## config.mk

```make
export PLATFORM = sky130hd
export DESIGN_NAME = dma_rdy_mux
export DESIGN_NICKNAME = d
export VERILOG_FILES = /design/src/rtl/dmx_pkg.sv /design/src/rtl/dmx_sel_reg.sv /design/src/rtl/dmx_src_vec.sv /design/src/rtl/dmx_status.sv /design/src/rtl/dma_rdy_mux.sv
export SDC_FILE = /design/constraint.sdc
export NUM_CORES = 1
export LEC_CHECK = 0
export ABC_CLOCK_PERIOD_IN_PS = 3200
export BUFFER_PORTS_ARGS = -buffer_cell sky130_fd_sc_hd__buf_2
export CAP_MARGIN = 40
export CORE_AREA = 2 2 39 41
export CTS_CLUSTER_DIAMETER = 120
export CTS_CLUSTER_SIZE = 20
export DETAILED_ROUTE_END_ITERATION = 16
export DIE_AREA = 0 0 41 43
export PLACE_DENSITY = 0.7
export SLEW_MARGIN = 30
export SYNTH_ARGS = -nofsm -noshare
export SYNTH_HDL_FRONTEND = slang
export SYNTH_HIERARCHICAL = 1
export SYNTH_SLANG_ARGS = --single-unit
```

## constraint.sdc

```tcl
create_clock -name clk_i -period 3.2 [get_ports clk_i]
set_input_delay 0.64 -clock clk_i [delete_from_list [all_inputs] [get_ports clk_i]]
set_output_delay 0.64 -clock clk_i [all_outputs]
set_load 0.02 [all_outputs]
```

## src/rtl/dmx_pkg.sv

```systemverilog
package dmx_pkg;
  localparam int unsigned SRC_N    = 8;
  localparam int unsigned PORT_W   = 8;
  localparam int unsigned FDC_IDX  = 0;
  localparam int unsigned IRQ_BIT  = 6;
  localparam int unsigned DRQ_BIT  = 7;
  localparam logic [SRC_N-1:0] INV_MASK = 8'h01;
endpackage

```

## src/rtl/dmx_sel_reg.sv

```systemverilog
module dmx_sel_reg #(
  parameter int unsigned PORT_W = 8,
  parameter int unsigned SEL_W  = 3
) (
  input  logic              clk_i,
  input  logic              rst_ni,
  input  logic              we_i,
  input  logic [PORT_W-1:0] wdata_i,
  output logic [SEL_W-1:0]  sel_o
);
  logic [SEL_W-1:0] sel_q;

  always_ff @(posedge clk_i or negedge rst_ni) begin
    if (!rst_ni)   sel_q <= '0;
    else if (we_i) sel_q <= wdata_i[SEL_W-1:0];
  end

  assign sel_o = sel_q;

  assert_sel_load_R2: assert property (@(posedge clk_i) disable iff (!rst_ni)
    we_i |=> sel_q == $past(wdata_i[SEL_W-1:0]));
  assert_sel_hold_R3: assert property (@(posedge clk_i) disable iff (!rst_ni)
    !we_i |=> $stable(sel_q));
endmodule

```

## src/rtl/dmx_src_vec.sv

```systemverilog
module dmx_src_vec #(
  parameter int unsigned      SRC_N    = 8,
  parameter logic [SRC_N-1:0] INV_MASK = '0
) (
  input  logic             clk_i,
  input  logic             rst_ni,
  input  logic [SRC_N-1:0] src_i,
  output logic [SRC_N-1:0] vec_o
);
  logic [SRC_N-1:0] vec_q;

  for (genvar k = 0; k < SRC_N; k++) begin : g_src
    logic lvl;
    if (INV_MASK[k]) begin : g_inv
      assign lvl = ~src_i[k];
    end else begin : g_thru
      assign lvl = src_i[k];
    end
    always_ff @(posedge clk_i or negedge rst_ni) begin
      if (!rst_ni) vec_q[k] <= 1'b0;
      else         vec_q[k] <= lvl;
    end
  end

  assign vec_o = vec_q;

  // every stored bit follows its source with the fixed polarity
  assert_vec_track_R5: assert property (@(posedge clk_i) disable iff (!rst_ni)
    1'b1 |=> (vec_q ^ INV_MASK) == $past(src_i));
endmodule

```

## src/rtl/dmx_status.sv

```systemverilog
module dmx_status #(
  parameter int unsigned PORT_W  = 8,
  parameter int unsigned IRQ_BIT = 6,
  parameter int unsigned DRQ_BIT = 7
) (
  input  logic              clk_i,
  input  logic              rst_ni,
  input  logic              irq_i,
  input  logic              drq_i,
  output logic [PORT_W-1:0] status_o
);
  logic irq_q, drq_q;

  always_ff @(posedge clk_i or negedge rst_ni) begin
    if (!rst_ni) begin
      irq_q <= 1'b0;
      drq_q <= 1'b0;
    end else begin
      irq_q <= irq_i;
      drq_q <= drq_i;
    end
  end

  always_comb begin
    status_o          = '0;
    status_o[IRQ_BIT] = irq_q;
    status_o[DRQ_BIT] = drq_q;
  end

  assert_stat_drq_R8: assert property (@(posedge clk_i) disable iff (!rst_ni)
    1'b1 |=> status_o[DRQ_BIT] == $past(drq_i));
  assert_stat_irq_R8: assert property (@(posedge clk_i) disable iff (!rst_ni)
    1'b1 |=> status_o[IRQ_BIT] == $past(irq_i));
  assert_stat_pad_R9: assert property (@(posedge clk_i) disable iff (!rst_ni)
    $countones(status_o) <= 2);
endmodule

```

## src/rtl/dma_rdy_mux.sv

```systemverilog
module dma_rdy_mux
  import dmx_pkg::*;
(
  input  logic              clk_i,
  input  logic              rst_ni,
  input  logic              sel_we_i,
  input  logic [PORT_W-1:0] sel_wdata_i,
  input  logic [SRC_N-1:0]  src_i,
  input  logic              fdc_irq_i,
  output logic              dma_rdy_o,
  output logic [PORT_W-1:0] status_o
);
  localparam int unsigned SEL_W = $clog2(SRC_N);

  logic [SEL_W-1:0] sel;
  logic [SRC_N-1:0] vec;

  dmx_sel_reg #(.PORT_W(PORT_W), .SEL_W(SEL_W)) i_sel (
    .clk_i, .rst_ni, .we_i(sel_we_i), .wdata_i(sel_wdata_i), .sel_o(sel));

  dmx_src_vec #(.SRC_N(SRC_N), .INV_MASK(INV_MASK)) i_vec (
    .clk_i, .rst_ni, .src_i, .vec_o(vec));

  dmx_status #(.PORT_W(PORT_W), .IRQ_BIT(IRQ_BIT), .DRQ_BIT(DRQ_BIT)) i_stat (
    .clk_i, .rst_ni, .irq_i(fdc_irq_i), .drq_i(src_i[FDC_IDX]), .status_o);

  assign dma_rdy_o = vec[sel];

  always_comb begin
    if (!rst_ni) assert_rst_R1: assert (dma_rdy_o == 1'b0 && status_o == '0);
  end

  assert_fdc_inv_R4: assert property (@(posedge clk_i) disable iff (!rst_ni)
    (sel_we_i && sel_wdata_i[SEL_W-1:0] == SEL_W'(FDC_IDX)) |=> dma_rdy_o == !$past(src_i[FDC_IDX]));
  assert_reselect_R7: assert property (@(posedge clk_i) disable iff (!rst_ni)
    (sel_we_i && sel_wdata_i[SEL_W-1:0] != SEL_W'(FDC_IDX))
      |=> dma_rdy_o == $past(src_i[sel_wdata_i[SEL_W-1:0]]));
  assert_follow_R6: assert property (@(posedge clk_i) disable iff (!rst_ni)
    (!sel_we_i && sel != SEL_W'(FDC_IDX)) |=> dma_rdy_o == $past(src_i[sel]));
endmodule

```

After elaboration in Yosys (flattened, before gate mapping) --
Cells that the tools add are included.
Storage, ports and cells: logic and storage cells 15, output and inout bits 9, bits in registers 13
Operators by class: magnitude comparators 1, bitwise operators 1, mux-type cells 2
Operator list (count):
- $lt 3x4->1 const B | 1
- $bmux 1 s3 | 1
- $mux 1 | 1
- $not 1->1 | 1

Longest topological paths before layout --
Gate-level depths: netlist (run 1).
word-level depth 2, depth in mapped cells 2, mapped depth without buffers 2

Hierarchy --
The synthesis (run 1) kept the hierarchy.
Modules (own cells, without submodules):
- dmx_src_vec | instances 1, cells each 9, area each 203.9 um2, seq. area each 200.2 um2
- dmx_status | instances 1, cells each 11, area each 113.9 um2, seq. area each 50.0 um2
- dmx_sel_reg | instances 1, cells each 6, area each 108.9 um2, seq. area each 75.1 um2
- dma_rdy_mux | instances 1, cells each 3, area each 63.8 um2, seq. area each 0.0 um2

Worst setup path after synthesis (run 1) --
OpenSTA, ideal clock, no wires.
path type register to output, from reg i_sel.sel_q[0], in the netlist i_sel/sel_o[0], to out dma_rdy_o, arrival 1.215 ns, stages on the path, launching flop included 3, data required time 2.560 ns, buffers on the path 0, path slack 1.345 ns, cell sequence dfrtp_1 > mux4_1 > mux2_2
Between the ends: cells in the longest elaborated chain, start to end 2
Ends and longest elaborated chain:
- start, declared | RTL line dmx_sel_reg.sv:11 | logic [SEL_W-1:0] sel_q;
- start signal, assigned | RTL line dmx_sel_reg.sv:15 | else if (we_i) sel_q <= wdata_i[SEL_W-1:0];
- $bmux 1 s3 | RTL line dma_rdy_mux.sv:27 | assign dma_rdy_o = vec[sel];
- $mux 1 (implied by the code) | RTL line dma_rdy_mux.sv:27
- end, declared | RTL line dma_rdy_mux.sv:10 | output logic dma_rdy_o,
No other way between the ends. The select of a mux whose other input is x is not followed.

Final worst setup path (run 1) --
Ends and elaborated chain as after synthesis.

==> impl_metrics.csv, run 1 <==
group,metric,value,unit
run_status,outcome,"finished clean",
timing,final-hold-violation-count,0,
floorplanning,die_area,1760,um^2
clocking,clock_latency,0.26,ns
synthesis,synthArstFlopShare,100,%
detailed_routing,wirelength,604,um
global_route,grt_pass1_vias,269,
synthesis,yosysSeqAreaShare,66.3,%
synthesis,ys_types,6,
finish,final_nets,68,
timing,clock-skew-final,0,ns
timing,whs,0.243,ns
power_and_ir_drop,p_sw_share,22.6,%
global_route,grt_pass1_wl,1.02,mm
timing,setup_viol,0,
synthesis,yosysMostFrequentCell,"dfrtp_1",
synthesis,yosysTopAreaCell,"dfrtp_1",
floorplanning,die_width,41,um
floorplanning,io_pins,29,
synthesis,yosys_most_used_dff,"dfrtp_1",
power_and_ir_drop,power.density,538,nW/um^2
clocking,hold_buffers,0,
floorplanning,die_h,43,um
place,place_congestion,0.600,
global_route,antenna_found_initial,0,
timing,setup_tns,0,ns
timing,max_freq,438,MHz
power_and_ir_drop,p_sw,70.6,uW
synthesis,ys_seq_elements,13,
synthesis,syn_inst,29,
clocking,clock_sinks,13,
detailed_routing,ant_nets,0,
timing,min_period,2.28,ns
floorplanning,coreArea,1380,um^2
detailed_routing,vias,250,
floorplanning,row_count,14,
finish,fillers,136,
finish,multi_input_area,120,um^2
power_and_ir_drop,p_seq_share,57.2,%
finish,syn_to_final_growth,18.4,%
synthesis,synth_warnings,6,
flow_run,maxCapViolCount,0,
floorplanning,initial_core_util,35.4,%
power_and_ir_drop,clockPowerShare,30.1,%
global_route,grt_usage,9.19,%
critical_path,critPathKind,"reg2out",
power_and_ir_drop,p_int,242,uW
finish,diodes,0,
clocking,cts-root-buf,"clkbuf_4",
power_and_ir_drop,p_leak,0.000295,uW
synthesis,synthesis.area,490,um^2
clocking,cts.path.max_buffers,2,
critical_path,crit_required,2.56,ns
detailed_routing,via_per_inst,3.97,
clocking,cts_setup_buffers,0,
critical_path,crit_path_start_kind,"flip-flop",
power_and_ir_drop,p_total,312,uW
place,portBuffers,17,
hold_path,min_path_type,"in2async",
detailed_routing,routedWlPerCell,9.59,um
global_route,grt-ovfl-total,0,
timing,slew_violations,0,
detailed_routing,drtPass1Iterations,4,
critical_path,cp.arrival,1.64,ns
critical_path,crit_path_max_fanout,3,
power_and_ir_drop,ir_drop,272,uV
synthesis,synth_area_leaders,"dfrtp_1 (66%), buf_4 (12%), mux4_1 (11%)",
clocking,htree_levels,1,
synthesis,synth_edf_count,0,
finish,seqCellArea,325,um^2
synthesis,yosys-top-cells-count,"dfrtp_1 (13), buf_4 (8), mux2_2 (4)",
synthesis,syn_area_per_cell,16.9,um^2
detailed_routing,drt-initial-drc-count,4,
finish,drive_above_1_share,51.1,%
timing,fin_crit_sh,71.3,%
synthesis,synth_top_area_share,66.3,%
critical_path,cp-end-kind,"primary output",
power_and_ir_drop,combPwrFrac,12.7,%
global_route,grt_max_degree,14,
clocking,clk_pin_slew,0.07,ns
timing,rsz0062_at_grt,"false",
clocking,tritoncts,"done",
clocking,cts_resized,0,
detailed_routing,drc,0,
clocking,cts_buffers,3,
==> metal layers <==
layer / up-vias / part of all wire [%] / track usage [%]
met5: - / 0 / 0
met4: 0 / 0 / 8.00
met3: 0 / 15 / 4.19
met2: 21 / 45 / 12.2
met1: 110 / 40 / 10.6
li1: 119 / - / -
==> worst paths after layout <==
path                                      from              to  slack [ns]  depth (start not counted)
worst max-delay path            i_sel/sel_o[0]       dma_rdy_o        0.92                          3
worst min-delay path                    rst_ni  i_vec/vec_o[3]        0.24                          1
worst max register to register  i_sel/sel_o[0]  i_sel/sel_o[0]        2.41                          1
worst min register to register  i_sel/sel_o[1]  i_sel/sel_o[1]        0.52                          1
max in group asynchronous               rst_ni  i_vec/vec_o[5]        2.74                          1
min in group clk_i                    src_i[2]  i_vec/vec_o[2]        0.48                          1
==> layout make-up <==
type,count,area share (%)
timing repair buffer,17,14.7
multi-input combinational,12,20.7
inverter,1,0.647
tap,16,3.45
sequential,13,56.0
clock buffer,4,4.53
==> cells by family (layout without fill, tap and decap cells) <==
family,Yosys count,count (layout),share of synthesized area (%)
mux,6,6,19.9
buf+inv,9,22,13.0
other cells,1,6,0.765
flops,13,13,66.3
==> registers in the layout, indices dropped and copies added (netlist names) <==
name          cells
i_sel/sel_o       3
i_stat/irq_q      1
i_vec/vec_o       8
i_stat/drq_q      1
==> critical path, cell delays in order, from the launching register on <==
cell and delay [ns]:
dfrtp_1 0.40, mux4_1 0.55, mux2_2 0.27, buf_2 0.16
==> placed cells by master (no fill, tap or decap) <==
cell type,netlist,routed
buf_2,0,17
dfrtp_1,13,13
conb_1,1,6
mux2_2,4,4
clkbuf_4,0,3
mux4_1,2,2
clkbuf_1,0,1
inv_1,1,1
==> stage by stage <==
stage | std cells | cell area [um^2] | setup slack (ns) | util, %
finish | 63 | 581 | 0.918 | 42.0
CTS | 63 | 581 | 0.888 | 42.0
global route | 63 | 581 | 0.845 | 42.0
floorplan | 34 | 509 | 1.35 | -
detailed placement | 59 | 554 | 1.19 | 40.1
global placement | 59 | 554 | 1.19 | 40.1
==> power by group through the flow <==
stage | clock [uW] | sequential, uW | combinational [uW]
finish | 94.2 | 179 | 39.6
global placement | 0 | 182 | 39.9
floorplan | 0 | 181 | 31.7
CTS | 101 | 179 | 40.6
detailed placement | 0 | 182 | 40.6
global route | 109 | 180 | 43.8
No activity file was read; power rests on OpenSTA's default activity.
==> run 2, diff against run 1 <==
--- a/config.mk
+++ b/config.mk
@@ -5,15 +5,15 @@
 export SDC_FILE = /design/constraint.sdc
 export NUM_CORES = 1
 export LEC_CHECK = 0
-export ABC_CLOCK_PERIOD_IN_PS = 3200
+export ABC_AREA = 1
+export ABC_CLOCK_PERIOD_IN_PS = 2300
 export BUFFER_PORTS_ARGS = -buffer_cell sky130_fd_sc_hd__buf_2
 export CAP_MARGIN = 40
-export CORE_AREA = 2 2 39 41
+export CORE_UTILIZATION = 41
 export CTS_CLUSTER_DIAMETER = 120
 export CTS_CLUSTER_SIZE = 20
 export DETAILED_ROUTE_END_ITERATION = 16
-export DIE_AREA = 0 0 41 43
-export PLACE_DENSITY = 0.7
+export PLACE_DENSITY = 0.74
 export SLEW_MARGIN = 30
 export SYNTH_ARGS = -nofsm -noshare
 export SYNTH_HDL_FRONTEND = slang
==> constraint.sdc (replaced) <==
create_clock -name clk_i -period 2.3 [get_ports clk_i]
set_input_delay 0.46 -clock clk_i [delete_from_list [all_inputs] [get_ports clk_i]]
set_output_delay 0.46 -clock clk_i [all_outputs]
set_load 0.02 [all_outputs]
==> impl_metrics.csv, run 2 <==
group,metric,value,unit
clocking,clock_sinks,13,
critical_path,cp-end-kind,"primary output",
synthesis,yosys-top-cells-count,"nand2_1 (22), dfrtp_1 (13), inv_1 (11)",
detailed_routing,vias,384,
finish,final_area,629,um^2
global_route,antenna_found_initial,0,
critical_path,crit_path_max_fanout,6,
clocking,cts.path.max_buffers,2,
synthesis,synthesis.area,541,um^2
synthesis,yosysMostFrequentCell,"nand2_1",
clocking,cts_resized,0,
finish,largest_register_ffs,8,
synthesis,syn_area_per_cell,8.86,um^2
finish,final_nets,100,
place,place_inst,89,
synthesis,synth_warnings,6,
finish,syn_to_final_growth,16.4,%
floorplanning,die_width,38.3,um
finish,fillers,112,
finish,diodes,0,
finish,final_common_cell,"nand2_1",
place,pre_cts_slack,0.892,ns
clocking,tritoncts,"done",
clocking,cts-root-buf,"clkbuf_4",
synthesis,synth_edf_count,0,
detailed_routing,drc,0,
place,dpl_cell_area,602,um^2
critical_path,crit_path_start_kind,"flip-flop",
critical_path,r2r_end,"i_sel/sel_o[0]",
timing,rsz0062_at_grt,"false",
critical_path,rrSetupSlack,1.61,ns
critical_path,cp.arrival,1.22,ns
global_route,grt_pass1_vias,303,
floorplanning,die_h,38.3,um
flow_run,maxCapViolCount,0,
synthesis,ys_seq_elements,13,
critical_path,endpoint,"dma_rdy_o",
detailed_routing,via_per_inst,4.13,
timing,setup_tns,0,ns
clocking,htree_levels,1,
critical_path,crit_start,"i_sel/sel_o[0]",
timing,fin_crit_sh,73.1,%
synthesis,yosysTopAreaCell,"dfrtp_1",
detailed_routing,drt-initial-drc-count,4,
clocking,hold_buffers,0,
synthesis,syn_inst,61,
synthesis,yosys_most_used_dff,"dfrtp_1",
detailed_routing,routedWlPerCell,7.06,um
detailed_routing,drtPass1Iterations,2,
global_route,grt_max_degree,14,
finish,fin_util,53.7,%
place,portBuffers,17,
synthesis,synth_top_area_share,60.2,%
detailed_routing,wirelength,657,um
floorplanning,io_pins,29,
timing,setup_viol,0,
place,hpwl,542,um
floorplanning,row_count,12,
power_and_ir_drop,power.density,699,nW/um^2
critical_path,reg2reg_from,"i_sel/sel_o[0]",
floorplanning,coreArea,1170,um^2
power_and_ir_drop,p_leak,0.000390,uW
global_route,grt-ovfl-total,0,
timing,final-hold-violation-count,0,
finish,final_cell_mix,"nand2_1 (22), buf_2 (17), dfrtp_1 (13)",
global_route,grt_usage,12.2,%
clocking,cts_setup_buffers,0,
timing,max_freq,595,MHz
critical_path,reg2reg_depth,2,
global_route,grt_pass1_wl,1.16,mm
place,place_congestion,0.725,
timing,clock-skew-final,0,ns
synthesis,synth_area_leaders,"dfrtp_1 (60%), nand2_1 (15%), buf_4 (11%)",
timing,worst_slack,0.618,ns
floorplanning,initial_core_util,46.2,%
finish,drive_above_1_share,29.1,%
power_and_ir_drop,ir_drop,411,uV
detailed_routing,ant_nets,0,
synthesis,synthArstFlopShare,100,%
hold_path,min_path_type,"in2async",
clocking,clk_pin_slew,0.08,ns
run_status,outcome,"finished clean",
finish,stdcell_count,93,
clocking,clock_latency,0.26,ns
floorplanning,die_area,1470,um^2
clocking,cts_buffers,3,
timing,slew_violations,0,
timing,min_period,1.68,ns
critical_path,crit_required,1.84,ns
synthesis,yosysSeqAreaShare,60.2,%
synthesis,ys_types,7,
critical_path,critPathKind,"reg2out",
[run 2: changes by cell type after synthesis]
cell | previous run | this run
mux4_1 | 2 | 0
mux2_2 | 4 | 0
inv_1 | 1 | 11
nand2_1 | 0 | 22
inv_2 | 0 | 2
nand3_1 | 0 | 4
[run 2: cell type report]
| class | count | area, um^2 | area share [%] |
|---|---|---|---|
| clock buffer | 3 | 22.5 | 3.58 |
| tap | 14 | 17.5 | 2.78 |
| inverter | 13 | 48.8 | 7.75 |
| sequential | 13 | 325 | 51.7 |
| clock inverter | 1 | 5.00 | 0.795 |
| timing repair buffer | 17 | 85.1 | 13.5 |
| multi-input combinational | 32 | 125 | 19.9 |
[run 2: worst min-delay path by stage]
stage,from,to,slack [ns]
finish,rst_ni,i_stat/drq_q,0.06
global route,rst_ni,i_stat/drq_q,0.07
CTS,rst_ni,i_vec/vec_o[4],0.06
detailed placement,rst_ni,i_stat/drq_q,0.35
global placement,rst_ni,i_stat/irq_q,0.35
floorplan,rst_ni,i_sel/sel_o[0],0.16
[run 2: metal layers]
| layer | global-route usage (%) | part of all wire, % | wire [um] | vias up |
|---|---|---|---|---|
| li1 | - | - | - | 196 |
| met2 | 17.8 | 48 | 318 | 15 |
| met4 | 10.7 | 1.2 | 8 | 0 |
| met5 | 0 | 0 | 0 | - |
| met1 | 15.7 | 46 | 300 | 171 |
| met3 | 1.74 | 4.4 | 29 | 2 |
[run 2: cell families after synthesis]
family / count (synthesis) / synth area share [%]
buffers and inverters: 21 / 20.1
other: 1 / 0.694
DFF: 13 / 60.2
and+or+nand+nor: 26 / 19.0
[run 2: report_power, final]
part	internal [uW]	leakage (uW)	switching [uW]
registers	242	0.000153	7.55
clock network	64.1	0.0000177	65.9
logic	22.2	0.000219	38.2
total	328	0.000390	112
[run 2: metrics by stage]
stage	total power (uW)	hold slack, ns
2_1_floorplan	300	0.164
3_3_place_gp	314	0.347
3_5_place_dp	315	0.353
4_1_cts	448	0.0631
5_1_grt	468	0.0669
6_report	440	0.0635
[run 2: worst max-delay path, stage by stage, from the launching register on]
cell	delay (ns)
dfrtp_1	0.45
inv_2	0.07
nand2_1	0.06
nand3_1	0.06
nand2_1	0.07
nand2_1	0.05
nand2_1	0.05
buf_2	0.15
